<file path="src/rtl/usb_rx_pkg.sv">
package usb_rx_pkg;

   localparam int unsigned STUFF_RUN = 6;

   localparam logic LVL_J = 1'b1;
   localparam logic LVL_K = 1'b0;

   typedef enum logic [1:0] {
      OPM_NORMAL  = 2'b00,
      OPM_NODRIVE = 2'b01,
      OPM_RAW     = 2'b10,
      OPM_RSVD    = 2'b11
   } opmode_e;

   // unchanged level decodes to 1, a transition to 0
   function automatic logic nrzi_bit(input logic cur, input logic prev);
      return ~(cur ^ prev);
   endfunction

endpackage

</file>
<file path="src/rtl/urx_line_sync.sv">
module urx_line_sync #(
   parameter int unsigned LS_STAGES = 2
) (
   input  logic       clk,
   input  logic       rst,
   input  logic [1:0] ls_in,
   output logic [1:0] ls_out
);

   initial begin
      assert (LS_STAGES >= 1 && LS_STAGES <= 4)
         else $error("urx_line_sync: LS_STAGES out of range");
   end

   generate
      if (LS_STAGES == 1) begin : g_single
         logic [1:0] ls_q;
         always_ff @(posedge clk) begin
            if (rst) ls_q <= '0;
            else     ls_q <= ls_in;
         end
         assign ls_out = ls_q;
      end else begin : g_chain
         localparam int unsigned PW = 2 * LS_STAGES;
         logic [PW-1:0] pipe_q;
         always_ff @(posedge clk) begin
            if (rst) pipe_q <= '0;
            else     pipe_q <= {pipe_q[PW-3:0], ls_in};
         end
         assign ls_out = pipe_q[PW-1:PW-2];
      end
   endgenerate

endmodule

</file>
<file path="src/rtl/urx_sync_detect.sv">
module urx_sync_detect
   import usb_rx_pkg::*;
#(
   parameter int unsigned SYNC_MIN = 5
) (
   input  logic clk,
   input  logic rst,
   input  logic bit_en,
   input  logic bit_lvl,
   input  logic se0,
   input  logic armed,
   output logic sync_hit
);

   localparam int unsigned CW = $clog2(SYNC_MIN + 1);

   logic          prev_lvl;
   logic [CW-1:0] alt_cnt;
   logic          run_full;

   initial begin
      assert (SYNC_MIN >= 1)
         else $error("urx_sync_detect: SYNC_MIN must be at least 1");
   end

   assign run_full = (alt_cnt == CW'(SYNC_MIN));

   always_ff @(posedge clk) begin
      if (rst) begin
         prev_lvl <= LVL_J;
         alt_cnt  <= '0;
      end else if (bit_en) begin
         if (se0) begin
            prev_lvl <= LVL_J;
            alt_cnt  <= '0;
         end else begin
            prev_lvl <= bit_lvl;
            if (bit_lvl != prev_lvl) begin
               if (!run_full) alt_cnt <= alt_cnt + 1'b1;
            end else begin
               alt_cnt <= '0;
            end
         end
      end
   end

   assign sync_hit = armed && bit_en && !se0 && run_full &&
                     (bit_lvl == LVL_K) && (prev_lvl == LVL_K);

   AST_SYNC_COUNT_BOUND: assert property (@(posedge clk) disable iff (rst)
      alt_cnt <= CW'(SYNC_MIN));

endmodule

</file>
<file path="src/rtl/urx_unstuff.sv">
module urx_unstuff
   import usb_rx_pkg::*;
(
   input  logic clk,
   input  logic rst,
   input  logic bit_en,
   input  logic bit_lvl,
   input  logic se0,
   input  logic raw_mode,
   input  logic active,
   input  logic start,
   output logic data_bit,
   output logic data_take,
   output logic stuff_err
);

   localparam int unsigned OW = $clog2(STUFF_RUN + 1);

   logic          prev_lvl;
   logic [OW-1:0] ones_cnt;
   logic          dec_bit;
   logic          live;
   logic          at_limit;

   assign dec_bit  = raw_mode ? bit_lvl : nrzi_bit(bit_lvl, prev_lvl);
   assign live     = bit_en && active && !se0;
   assign at_limit = (ones_cnt == OW'(STUFF_RUN));
   assign data_bit = dec_bit;

   always_comb begin
      data_take = 1'b0;
      stuff_err = 1'b0;
      if (live) begin
         if (raw_mode)      data_take = 1'b1;
         else if (at_limit) stuff_err = dec_bit;
         else               data_take = 1'b1;
      end
   end

   always_ff @(posedge clk) begin
      if (rst) begin
         prev_lvl <= LVL_J;
      end else if (bit_en) begin
         prev_lvl <= se0 ? LVL_J : bit_lvl;
      end
   end

   always_ff @(posedge clk) begin
      if (rst) begin
         ones_cnt <= '0;
      end else if (start) begin
         ones_cnt <= OW'(1);
      end else if (live && !raw_mode) begin
         if (at_limit)     ones_cnt <= '0;
         else if (dec_bit) ones_cnt <= ones_cnt + 1'b1;
         else              ones_cnt <= '0;
      end else if (!active) begin
         ones_cnt <= '0;
      end
   end

   AST_RUN_BOUND: assert property (@(posedge clk) disable iff (rst)
      ones_cnt <= OW'(STUFF_RUN));

endmodule

</file>
<file path="src/rtl/urx_word_stage.sv">
module urx_word_stage #(
   parameter int unsigned WORD_W = 8
) (
   input  logic              clk,
   input  logic              rst,
   input  logic              clear,
   input  logic              take,
   input  logic              bit_in,
   output logic [WORD_W-1:0] word,
   output logic              word_ok
);

   localparam int unsigned CW = $clog2(WORD_W);

   logic [WORD_W-1:0] stage_q;
   logic [WORD_W-1:0] stage_nx;
   logic [CW-1:0]     fill_q;
   logic              last_bit;

   initial begin
      assert (WORD_W == 8 || WORD_W == 16)
         else $error("urx_word_stage: WORD_W must be 8 or 16");
   end

   assign last_bit = (fill_q == CW'(WORD_W - 1));

   always_comb begin
      stage_nx         = stage_q;
      stage_nx[fill_q] = bit_in;
   end

   always_ff @(posedge clk) begin
      if (rst) begin
         stage_q <= '0;
         fill_q  <= '0;
         word    <= '0;
         word_ok <= 1'b0;
      end else begin
         word_ok <= 1'b0;
         if (clear) begin
            fill_q <= '0;
         end else if (take) begin
            stage_q <= stage_nx;
            if (last_bit) begin
               word    <= stage_nx;
               word_ok <= 1'b1;
               fill_q  <= '0;
            end else begin
               fill_q <= fill_q + 1'b1;
            end
         end
      end
   end

   AST_WORD_PULSE: assert property (@(posedge clk) disable iff (rst)
      word_ok |=> !word_ok);

   AST_CLEAR_EMPTIES: assert property (@(posedge clk) disable iff (rst)
      clear |=> (fill_q == '0));

endmodule

</file>
<file path="src/rtl/usb_rx_deser.sv">
module usb_rx_deser
   import usb_rx_pkg::*;
#(
   parameter int unsigned WORD_W    = 8,
   parameter int unsigned SYNC_MIN  = 5,
   parameter int unsigned LS_STAGES = 2
) (
   input  logic              clk,
   input  logic              rst,
   input  logic [1:0]        op_mode,
   input  logic              bit_en,
   input  logic              bit_lvl,
   input  logic              dp,
   input  logic              dm,
   output logic [WORD_W-1:0] rx_data,
   output logic              rx_valid,
   output logic              rx_active,
   output logic              rx_error,
   output logic [1:0]        line_state
);

   logic se0;
   logic raw_mode;
   logic sync_hit;
   logic data_bit;
   logic data_take;
   logic stuff_err;
   logic eop_hit;

   assign se0      = !dp && !dm;
   assign raw_mode = (opmode_e'(op_mode) == OPM_RAW);
   assign eop_hit  = rx_active && bit_en && se0;

   urx_sync_detect #(.SYNC_MIN(SYNC_MIN)) i_sync (
      .clk      (clk),
      .rst      (rst),
      .bit_en   (bit_en),
      .bit_lvl  (bit_lvl),
      .se0      (se0),
      .armed    (!rx_active),
      .sync_hit (sync_hit)
   );

   urx_unstuff i_unstuff (
      .clk       (clk),
      .rst       (rst),
      .bit_en    (bit_en),
      .bit_lvl   (bit_lvl),
      .se0       (se0),
      .raw_mode  (raw_mode),
      .active    (rx_active),
      .start     (sync_hit),
      .data_bit  (data_bit),
      .data_take (data_take),
      .stuff_err (stuff_err)
   );

   urx_word_stage #(.WORD_W(WORD_W)) i_stage (
      .clk     (clk),
      .rst     (rst),
      .clear   (!rx_active),
      .take    (data_take),
      .bit_in  (data_bit),
      .word    (rx_data),
      .word_ok (rx_valid)
   );

   urx_line_sync #(.LS_STAGES(LS_STAGES)) i_lsync (
      .clk    (clk),
      .rst    (rst),
      .ls_in  ({dm, dp}),
      .ls_out (line_state)
   );

   always_ff @(posedge clk) begin
      if (rst) begin
         rx_active <= 1'b0;
         rx_error  <= 1'b0;
      end else begin
         rx_error <= stuff_err;
         if (sync_hit)                  rx_active <= 1'b1;
         else if (stuff_err || eop_hit) rx_active <= 1'b0;
      end
   end

   AST_VALID_NEEDS_ACTIVE: assert property (@(posedge clk) disable iff (rst)
      rx_valid |-> $past(rx_active));

   AST_ERR_ENDS_PACKET: assert property (@(posedge clk) disable iff (rst)
      rx_error |-> !rx_active);

   AST_ERR_ONE_CLOCK: assert property (@(posedge clk) disable iff (rst)
      rx_error |=> !rx_error);

   AST_SE0_ENDS_PACKET: assert property (@(posedge clk) disable iff (rst)
      (rx_active && bit_en && !dp && !dm) |=> !rx_active);

   AST_RAW_NO_ERROR: assert property (@(posedge clk) disable iff (rst)
      rx_error |-> ($past(op_mode) != 2'b10));

endmodule

</file>
<file path="config.mk">
export PLATFORM = sky130hd
export DESIGN_NAME = usb_rx_deser
export DESIGN_NICKNAME = d
export VERILOG_FILES = /design/src/rtl/usb_rx_pkg.sv /design/src/rtl/urx_line_sync.sv /design/src/rtl/urx_sync_detect.sv /design/src/rtl/urx_unstuff.sv /design/src/rtl/urx_word_stage.sv /design/src/rtl/usb_rx_deser.sv
export SDC_FILE = /design/constraint.sdc
export NUM_CORES = 1
export LEC_CHECK = 0
export BUFFER_PORTS_ARGS = -buffer_cell sky130_fd_sc_hd__buf_2
export CORE_UTILIZATION = 40
export CTS_CLUSTER_DIAMETER = 200
export DETAILED_ROUTE_END_ITERATION = 10
export GPL_TIMING_DRIVEN = 0
export HOLD_SLACK_MARGIN = 0.08
export SYNTH_ARGS = -nofsm -noshare
export SYNTH_HDL_FRONTEND = slang
export SYNTH_SLANG_ARGS = --single-unit
</file>
<file path="constraint.sdc">
create_clock -name clk -period 2.1 [get_ports clk]
set_clock_uncertainty 0.15 [all_clocks]
set_input_delay 0.105 -clock clk [delete_from_list [all_inputs] [get_ports clk]]
set_output_delay 0.105 -clock clk [all_outputs]
set_load 0.01 [all_outputs]
</file>
==> flow_metrics.tcl, run 1 <==
set metrics [dict create \
    grt_pass1_vias 1333 \
    outcome "finished clean" \
    num_antenna_cells 0 \
    grt_usage 0.1867 \
    hold_path_depth 4 \
    grt_max_degree 11 \
    synth_async_sr_flop_share 0 \
    cpMaxStageDelayCell "dfxtp_1" \
    maxCapViolCount 0 \
    cts_buffers 5 \
    syn2layout_area_growth_pct 20.92 \
    ctsRootBufferMaster "clkbuf_8" \
    firstDrtPassIters 4 \
    clk_pin_slew_worst_paths_ns 0.07 \
    synth_compound_area_frac 0.2430 \
    slowest_delay_ns 0.51 \
    dpl_worst_slack_ns 0.1564 \
    worstPathArrival_ns 1.97 \
    reg2reg_depth 5 \
    crit_path_cell_trace "ha_1 -> ha_1 -> o211ai_1 -> nor2_2 -> a32o_1" \
    start_util 0.4216 \
    nFillCells 379 \
    antenna_found_initial 0 \
    cts.sinks 33 \
    htree_levels 2 \
    fin_ws_ns 0.2045 \
    timing_worst_setup_path_type "flop to flop" \
    syn-num-nets 182 \
    final_nets 216 \
    syn_area_um2 1555 \
    multi_input_area_um2 830.8 \
    synthFlopType "dfxtp_1" \
    holdPathEnd "rx_error$_SDFF_PP0_" \
    yosys.area_share.simple 0.2277 \
    relSlewSlack 0.5503 \
    synthMuxAreaShare 0 \
    dieArea_um2 4142 \
    yosys.area_share.adder 0.04827 \
    die_h_um 64.36 \
    regToRegEndpoint "i_stage.word[5]$_SDFFE_PP0P_" \
    gp_congestion 0.8831 \
    endpoint_kind "flop" \
    min_period_ns 1.895 \
    power.leakage_nw 0.7317 \
    tightest_slew_ns 0.6675 \
    yosys_warnings 0 \
    power.density_nw_per_um2 625.9 \
    std_cell_rows 22 \
    die_w_um 64.36 \
    final_common_cell "dfxtp_1" \
    final_hold_viol_count 0 \
    max_freq_ghz 0.5276 \
    cts_tree "built" \
    finalMaxSlewViolations 0 \
    clk_latency_ns 0.28 \
    cp_max_fo 10 \
    critPathTopFamily "flip-flops" \
    synth_xor_area_frac 0.01046 \
    grt_pass1_wl_um 5954 \
    regArea_um2 660.6 \
    most-common-layout-cells "33 x dfxtp_1, 21 x buf_2, 12 x nand2_1, 12 x a21oi_1" \
    postCtsSetupBuffers 0 \
    avgSynthCellArea_um2 9.257 \
    irDropWorstVdd_v 0.0002141 \
    setup_viol 0 \
    synth-edff-count 0 \
    avgViaCountPerCell 5.394 \
    synthCells 168 \
    power_mw 1.177 \
    synth_top_family_by_area "compound AO/OA/AOI/OAI gates" \
    synth-seq-area-share 0.4248 \
    synth_cell_type_count 42 \
    hp-class "primary input to flop" \
    post-route-period-util 0.9026 \
    drc 0 \
    synth-seq-cells 33 \
    drt_wl_total_um 3373 \
    overflow 0 \
    required_ns 2.17 \
    rsz0062_at_grt "false" \
    crit_buf_inv 0 \
    min_from "op_mode[0]" \
    clk_path_buf_depth 2 \
    port_buffers 19 \
    num_vias 1354 \
    core_um2 3689 \
    drtIter0Drc 60 \
    r2r-start "i_stage.fill_q[1]$_SDFFE_PP0N_" \
    drive_gt1_frac 0.2020 \
    ant_nets 0 \
    dp_hpwl_um 2356 \
    cpMostUsedCell "ha_1" \
    finalSetupTns_ns 0 \
    io_pins 21 \
    crit_path_start_kind "flop" \
    wl_per_cell_um 13.44 \
    r2r_slack_ns 0.20 \
]
## routing by layer
metal  share of wire  global-route usage
met1            0.47              0.2251
met2            0.47              0.3092
met3           0.042             0.05714
met4           0.012             0.06944
met5               0                   0
## cells by family (layout without fill, tap and decap cells)
group / count (synthesis) / in the layout
adders and majority gates: 6 / 6
xor gates and xnor gates: 1 / 1
AOI/OAI and AO/OA: 52 / 52
and+or+nand+nor: 63 / 63
buffers and inverters: 13 / 48
DFF: 33 / 33
## worst max path at each step
stage,startpoint,end,slack (ns),depth (start not counted)
2_1_floorplan,i_unstuff.ones_cnt[0]$_SDFFE_PP0P_,i_stage.word[0]$_SDFFE_PP0P_,0.47,7
3_3_place_gp,i_unstuff.ones_cnt[0]$_SDFFE_PP0P_,i_stage.word[1]$_SDFFE_PP0P_,0.25,7
3_5_place_dp,i_unstuff.ones_cnt[1]$_SDFFE_PP0P_,i_stage.word[4]$_SDFFE_PP0P_,0.16,6
4_1_cts,i_unstuff.ones_cnt[0]$_SDFFE_PP0P_,i_stage.word[4]$_SDFFE_PP0P_,0.14,7
5_1_grt,i_stage.fill_q[1]$_SDFFE_PP0N_,i_stage.word[6]$_SDFFE_PP0P_,0.005,5
6_report,i_stage.fill_q[1]$_SDFFE_PP0N_,i_stage.word[5]$_SDFFE_PP0P_,0.20,5
## what timing repair did
| item | in CTS | in global routing |
|---|---|---|
| gates resized for setup | 0 | 1 |
| setup endpoints to repair | 0 | 7 |
| hold buffers | 8 | 0 |
| endpoints found under the hold margin | 8 | 0 |
## power breakdown
group	switching, mW	internal [mW]
sequential	0.00462	0.632
clock	0.223	0.229
combinational	0.0492	0.0387
total	0.277	0.900
## cell usage after synthesis (5+ instances only)
cell	number	area, um^2
or3_1	5	31.28
nand2_1	12	45.04
a22o_1	6	52.55
nor2b_1	6	37.54
a21oi_1	12	60.06
ha_1	6	75.07
dfxtp_1	33	660.6
nor2_1	9	33.78
a31oi_1	9	56.30
nor3_1	5	25.02
a311oi_1	6	52.55
nand2b_1	5	31.28
## sequential cells by signal, indices dropped and copies added (netlist names)
name                    flops
i_unstuff.ones_cnt          3
i_sync.prev_lvl             1
i_stage.word_ok             1
rx_error                    1
i_lsync.g_chain.pipe_q      4
i_sync.alt_cnt              3
i_stage.stage_q             8
i_stage.fill_q              3
rx_active                   1
i_stage.word                8
## per-stage QoR
step | hold WS (ns) | area (um^2) | utilization | instances
2_1_floorplan | 0.02661 | 1555 | - | 168
3_3_place_gp | 0.2070 | 1710 | 0.4637 | 235
3_5_place_dp | 0.2034 | 1710 | 0.4637 | 235
4_1_cts | 0.1621 | 1873 | 0.5078 | 251
5_1_grt | 0.2189 | 1881 | 0.5098 | 251
6_report | 0.1712 | 1881 | 0.5098 | 251
## worst min-delay path: stages
cell and delay [ns]:
buf_2 0.11, nand2b_1 0.18, nand3_2 0.11, nor3_1 0.05
## area by class of cell
cell class	count	area share
Inverter	3	0.005988
Buffer	10	0.03194
Tap cell	48	0.03194
Sequential cell	33	0.3513
Clock inverter	2	0.005323
Clock buffer	6	0.03859
Timing Repair Buffer	27	0.09315
Multi-Input combinational cell	122	0.4418
(Power assumes the default switching activity.)
==> run 2: changes to the inputs <==
--- a/config.mk
+++ b/config.mk
@@ -6,11 +6,12 @@
 export NUM_CORES = 1
 export LEC_CHECK = 0
 export BUFFER_PORTS_ARGS = -buffer_cell sky130_fd_sc_hd__buf_2
-export CORE_UTILIZATION = 40
+export CORE_UTILIZATION = 55
 export CTS_CLUSTER_DIAMETER = 200
 export DETAILED_ROUTE_END_ITERATION = 10
 export GPL_TIMING_DRIVEN = 0
 export HOLD_SLACK_MARGIN = 0.08
+export PLACE_DENSITY = 0.77
 export SYNTH_ARGS = -nofsm -noshare
 export SYNTH_HDL_FRONTEND = slang
 export SYNTH_SLANG_ARGS = --single-unit
==> flow_metrics.tcl, run 2 (synthesis gave the netlist of run 1 again) <==
set metrics [dict create \
    irDropWorstVdd_v 0.0005145 \
    stdcell_area_um2 1823 \
    drive_gt1_frac 0.2069 \
    required_ns 2.24 \
    num_vias 1380 \
    tightest_slew_ns 0.6395 \
    place_area_um2 1688 \
    maxCapViolCount 0 \
    htree_levels 2 \
    die_h_um 55.18 \
    outcome "finished clean" \
    power.leakage_nw 0.7162 \
    min_from "op_mode[0]" \
    clk_latency_ns 0.33 \
    cp_max_fo 8 \
    finalSetupTns_ns 0 \
    regToRegEndpoint "i_stage.word[1]$_SDFFE_PP0P_" \
    postCtsSetupBuffers 0 \
    std_cell_rows 18 \
    wl_per_cell_um 13.96 \
    ctsRootBufferMaster "clkbuf_4" \
    crit_path_start_kind "flop" \
    avgViaCountPerCell 5.923 \
    setup_viol 0 \
    antenna_found_initial 0 \
    r2r-start "i_unstuff.ones_cnt[0]$_SDFFE_PP0P_" \
    worstPathArrival_ns 2.02 \
    gp_congestion 0.7970 \
    io_pins 21 \
    hp-class "primary input to flop" \
    hold_path_depth 4 \
    final_nets 216 \
    dieArea_um2 3044 \
    power.density_nw_per_um2 585.7 \
    cts_tree "built" \
    drtIter0Drc 35 \
    drc 0 \
    max_freq_ghz 0.5312 \
    min_period_ns 1.883 \
    top_regs "i_stage.stage_q: 8 flops, i_stage.word: 8 flops, i_lsync.g_chain.pipe_q: 4 flops" \
    cpMaxStageDelayCell "dfxtp_1" \
    final_hold_viol_count 0 \
    timing_worst_setup_path_type "flop to flop" \
    drt_wl_total_um 3253 \
    port_buffers 19 \
    start_util 0.6058 \
    finalMaxSlewViolations 0 \
    num_antenna_cells 0 \
    grt_pass1_vias 1183 \
    grt_pass1_wl_um 5223 \
    rsz0062_at_grt "false" \
    dp_hpwl_um 2292 \
    endpoint_kind "flop" \
    holdPathEnd "rx_error$_SDFF_PP0_" \
    final_common_cell "dfxtp_1" \
    core_um2 2567 \
    cts.sinks 33 \
    clk_path_buf_depth 2 \
    slowest_delay_ns 0.35 \
    r2r_slack_ns 0.22 \
    firstDrtPassIters 4 \
    whs_ns 0.1119 \
    cts_buffers 5 \
    most-common-layout-cells "33 x dfxtp_1, 21 x buf_2, 12 x nand2_1, 12 x a21oi_1" \
    critPathTopFamily "compound AO/OA/AOI/OAI gates" \
    die_w_um 55.18 \
    grt_max_degree 12 \
    crit_buf_inv 2 \
    grt_usage 0.2474 \
    reg2reg_depth 7 \
    clk_pin_slew_worst_paths_ns 0.10 \
    post-route-period-util 0.8965 \
    ant_nets 0 \
    syn2layout_area_growth_pct 17.22 \
    relSlewSlack 0.5691 \
    ctsResizeCount 0 \
    crit_path_cell_trace "inv_1 -> ha_1 -> nand2_1 -> o211a_1 -> buf_4 -> a21oi_2 -> a22o_1" \
    overflow 0 \
    fin_util 0.7100 \
]
run 2: cell types whose count changed in the layout (fill, tap and decap cells not counted), sizes merged:
cell	delta
clkinvlp	+1
clkbuf	-1
run 2: cell type report:
class                           count  area, um^2
Tap cell                           30       37.54
Multi-Input combinational cell    122       823.3
Clock buffer                        5       37.54
Timing Repair Buffer               27       175.2
Clock inverter                      3       17.52
Sequential cell                    33       660.6
Inverter                            3       11.26
Fill cell                         213       744.5
Buffer                             10       60.06
run 2: repair_timing:
action,4_1_cts,5_1_grt
setup endpoints to repair,0,0
hold endpoints to repair,11,0
hold buffers,8,0
run 2: through the flow:
stage / instances / setup slack, ns / power (mW)
after floorplan: 168 / 0.4709 / 0.6993
after global placement: 217 / 0.2858 / 0.7211
after detailed placement: 217 / 0.2611 / 0.7243
after CTS: 233 / 0.2381 / 1.079
after global routing: 233 / 0.1044 / 1.110
final: 233 / 0.2174 / 1.068
run 2: report_power, final:
part	internal [mW]	switching [mW]	total [mW]	leakage, nW
Sequential	0.632	0.00486	0.636	0.267
Combinational	0.0383	0.0481	0.0864	0.418
Clock	0.126	0.219	0.345	0.0310
run 2: worst max-delay path by stage:
stage / depth (start not counted) / to / from
final: 7 / i_stage.word[1]$_SDFFE_PP0P_ / i_unstuff.ones_cnt[0]$_SDFFE_PP0P_
after global routing: 7 / i_stage.word[7]$_SDFFE_PP0P_ / i_unstuff.ones_cnt[0]$_SDFFE_PP0P_
after CTS: 7 / i_stage.word[3]$_SDFFE_PP0P_ / i_unstuff.ones_cnt[0]$_SDFFE_PP0P_
after detailed placement: 7 / i_stage.word[3]$_SDFFE_PP0P_ / i_unstuff.ones_cnt[0]$_SDFFE_PP0P_
after global placement: 7 / i_stage.word[4]$_SDFFE_PP0P_ / i_unstuff.ones_cnt[0]$_SDFFE_PP0P_
after floorplan: 7 / i_stage.word[0]$_SDFFE_PP0P_ / i_unstuff.ones_cnt[0]$_SDFFE_PP0P_
run 2: worst register-to-register path: cells and delay by family (launching register included):
kind                       cells  cell delay (ns)
AOI/OAI and AO/OA              3             0.78
DFF                            1             0.35
buffers and inverters          2             0.22
adders and majority gates      1             0.19
and+or+nand+nor                1             0.14
run 2: per-layer routing:
metal | share of wire | routed length, um | GRT usage | up-vias
met4 | 0.021 | 68 | 0.1083 | 0
li1 | - | - | - | 698
met5 | 0 | 0 | 0 | -
met1 | 0.45 | 1467 | 0.2977 | 636
met3 | 0.054 | 176 | 0.07650 | 9
met2 | 0.47 | 1541 | 0.4036 | 37
==> run 3: changes to the inputs <==
--- a/config.mk
+++ b/config.mk
@@ -12,6 +12,8 @@
 export GPL_TIMING_DRIVEN = 0
 export HOLD_SLACK_MARGIN = 0.08
 export PLACE_DENSITY = 0.77
+export RECOVER_POWER = 25
+export REMOVE_ABC_BUFFERS = 1
 export SYNTH_ARGS = -nofsm -noshare
 export SYNTH_HDL_FRONTEND = slang
 export SYNTH_SLANG_ARGS = --single-unit
==> flow_metrics.tcl, run 3 (synthesis gave the netlist of run 1 again) <==
set metrics [dict create \
    outcome "finished clean" \
    clk_path_buf_depth 2 \
    setup_viol 0 \
    overflow 0 \
    ctsRootBufferMaster "clkbuf_4" \
    required_ns 2.18 \
    worstPathArrival_ns 2.07 \
    max_freq_ghz 0.5019 \
    post-route-period-util 0.9488 \
    power_frac_comb 0.076 \
    swShare 0.2343 \
    clk_pin_slew_worst_paths_ns 0.10 \
    grt_pass1_wl_um 4926 \
    final_nets 207 \
    min_from "op_mode[0]" \
    drc 0 \
    final_hold_viol_count 0 \
    p_int_mw 0.8237 \
    finalMaxSlewViolations 0 \
    wl_per_cell_um 14.51 \
    power.density_nw_per_um2 612.4 \
    drtIter0Drc 32 \
    cts_buffers 5 \
    std_cell_rows 18 \
    p_clk_frac 0.333 \
    stdcell_area_um2 1757 \
    regToRegEndpoint "i_stage.word[7]$_SDFFE_PP0P_" \
    dpl_worst_slack_ns 0.04188 \
    r2r_slack_ns 0.11 \
    clk_latency_ns 0.33 \
    gp_congestion 0.7858 \
    rsz0062_at_grt "false" \
    dp_hpwl_um 2107 \
    drt_wl_total_um 3235 \
    drive_gt1_frac 0.1347 \
    hp-class "primary input to flop" \
    start_util 0.6058 \
    relSlewSlack 0.5134 \
    holdPathEnd "rx_error$_SDFF_PP0_" \
    top_regs "i_stage.stage_q: 8 flops, i_stage.word: 8 flops, i_lsync.g_chain.pipe_q: 4 flops" \
    dieArea_um2 3044 \
    firstDrtPassIters 4 \
    cts_tree "built" \
    avgViaCountPerCell 6.072 \
    finalSetupTns_ns 0 \
    r2r-start "i_unstuff.ones_cnt[0]$_SDFFE_PP0P_" \
    num_vias 1354 \
    seqPwrFrac 0.591 \
    crit_path_start_kind "flop" \
    fin_ws_ns 0.1075 \
    cts.sinks 33 \
    irDropWorstVdd_v 0.0004521 \
    most-common-layout-cells "33 x dfxtp_1, 12 x nand2_1, 12 x a21oi_1, 11 x buf_2, 10 x clkbuf_1" \
    power.leakage_nw 0.6345 \
    core_um2 2567 \
    timing_worst_setup_path_type "flop to flop" \
    switchingPower_mw 0.2521 \
    htree_levels 2 \
    die_h_um 55.18 \
    final_common_cell "dfxtp_1" \
    postCtsSetupBuffers 0 \
    tightest_slew_ns 0.7223 \
    num_antenna_cells 0 \
    endpoint_kind "flop" \
    ant_nets 0 \
    syn2layout_area_growth_pct 12.95 \
    cp_max_fo 17 \
    reg2reg_depth 6 \
    io_pins 21 \
    hold_path_depth 4 \
    maxCapViolCount 0 \
    grt_max_degree 24 \
    grt_pass1_vias 1125 \
    place_area_um2 1633 \
    min_period_ns 1.993 \
    port_buffers 20 \
    grt_usage 0.2356 \
    die_w_um 55.18 \
    antenna_found_initial 0 \
]
## run 3: cell types whose count changed in the layout (fill, tap and decap cells not counted), sizes merged
cell	change
clkinvlp	-1
buf	-14
clkbuf	+7
clkinv	-2
## run 3: layout make-up
| type | instances | area (um^2) |
|---|---|---|
| well taps | 30 | 37.54 |
| clock buffers | 7 | 55.05 |
| fillers | 224 | 810.8 |
| multi-input cells | 122 | 823.3 |
| flip-flops and latches | 33 | 660.6 |
| repair buffers | 28 | 168.9 |
| inverters | 3 | 11.26 |
## run 3: per-stage QoR
step	util	cells	total power, mW	hold WS [ns]
floorplan	-	158	0.6905	0.02125
global placement	0.6360	208	0.7181	0.2317
detailed placement	0.6360	208	0.7198	0.2294
CTS	0.6886	223	1.078	0.1009
global route	0.6842	223	1.121	0.1078
finish	0.6842	223	1.076	0.1103
## run 3: power by group through the flow
stage | Sequential (mW) | Clock (mW) | Combinational, mW
3_3_place_gp | 0.650 | 0 | 0.0680
3_5_place_dp | 0.651 | 0 | 0.0693
5_1_grt | 0.637 | 0.395 | 0.0889
4_1_cts | 0.636 | 0.361 | 0.0808
2_1_floorplan | 0.650 | 0 | 0.0400
6_report | 0.636 | 0.358 | 0.0818
## run 3: worst max-delay path by stage
| stage | start | endpoint | slack [ns] | cells after the start |
|---|---|---|---|---|
| final | i_unstuff.ones_cnt[0]$_SDFFE_PP0P_ | i_stage.word[7]$_SDFFE_PP0P_ | 0.11 | 6 |
| after floorplan | i_unstuff.ones_cnt[0]$_SDFFE_PP0P_ | i_stage.word[0]$_SDFFE_PP0P_ | 0.33 | 6 |
| after global routing | i_unstuff.ones_cnt[0]$_SDFFE_PP0P_ | i_stage.word[7]$_SDFFE_PP0P_ | 0.01 | 6 |
| after detailed placement | i_unstuff.ones_cnt[0]$_SDFFE_PP0P_ | i_stage.word[7]$_SDFFE_PP0P_ | 0.04 | 6 |
| after CTS | i_unstuff.ones_cnt[0]$_SDFFE_PP0P_ | i_stage.word[7]$_SDFFE_PP0P_ | 0.02 | 6 |
| after global placement | i_unstuff.ones_cnt[0]$_SDFFE_PP0P_ | i_stage.word[2]$_SDFFE_PP0P_ | 0.09 | 6 |
## run 3: worst max-delay path, cell delays in order, from the launching register on
cell	delay, ns
dfxtp_1	0.37
inv_1	0.06
ha_1	0.22
nand2_1	0.17
o211a_2	0.43
a21oi_2	0.20
a22o_1	0.27
## run 3: repair_timing
action,CTS,global route
endpoints found under the hold margin,12,0
setup endpoints to repair,0,9
hold buffers,8,0
resized for setup,0,1
## run 3: layer usage
metal,wire [um],global-route usage,up-vias
li1,-,-,677
met1,1478,0.2829,636
met2,1534,0.3735,34
met3,167,0.08197,7
met4,55,0.1125,0
met5,0,0,-
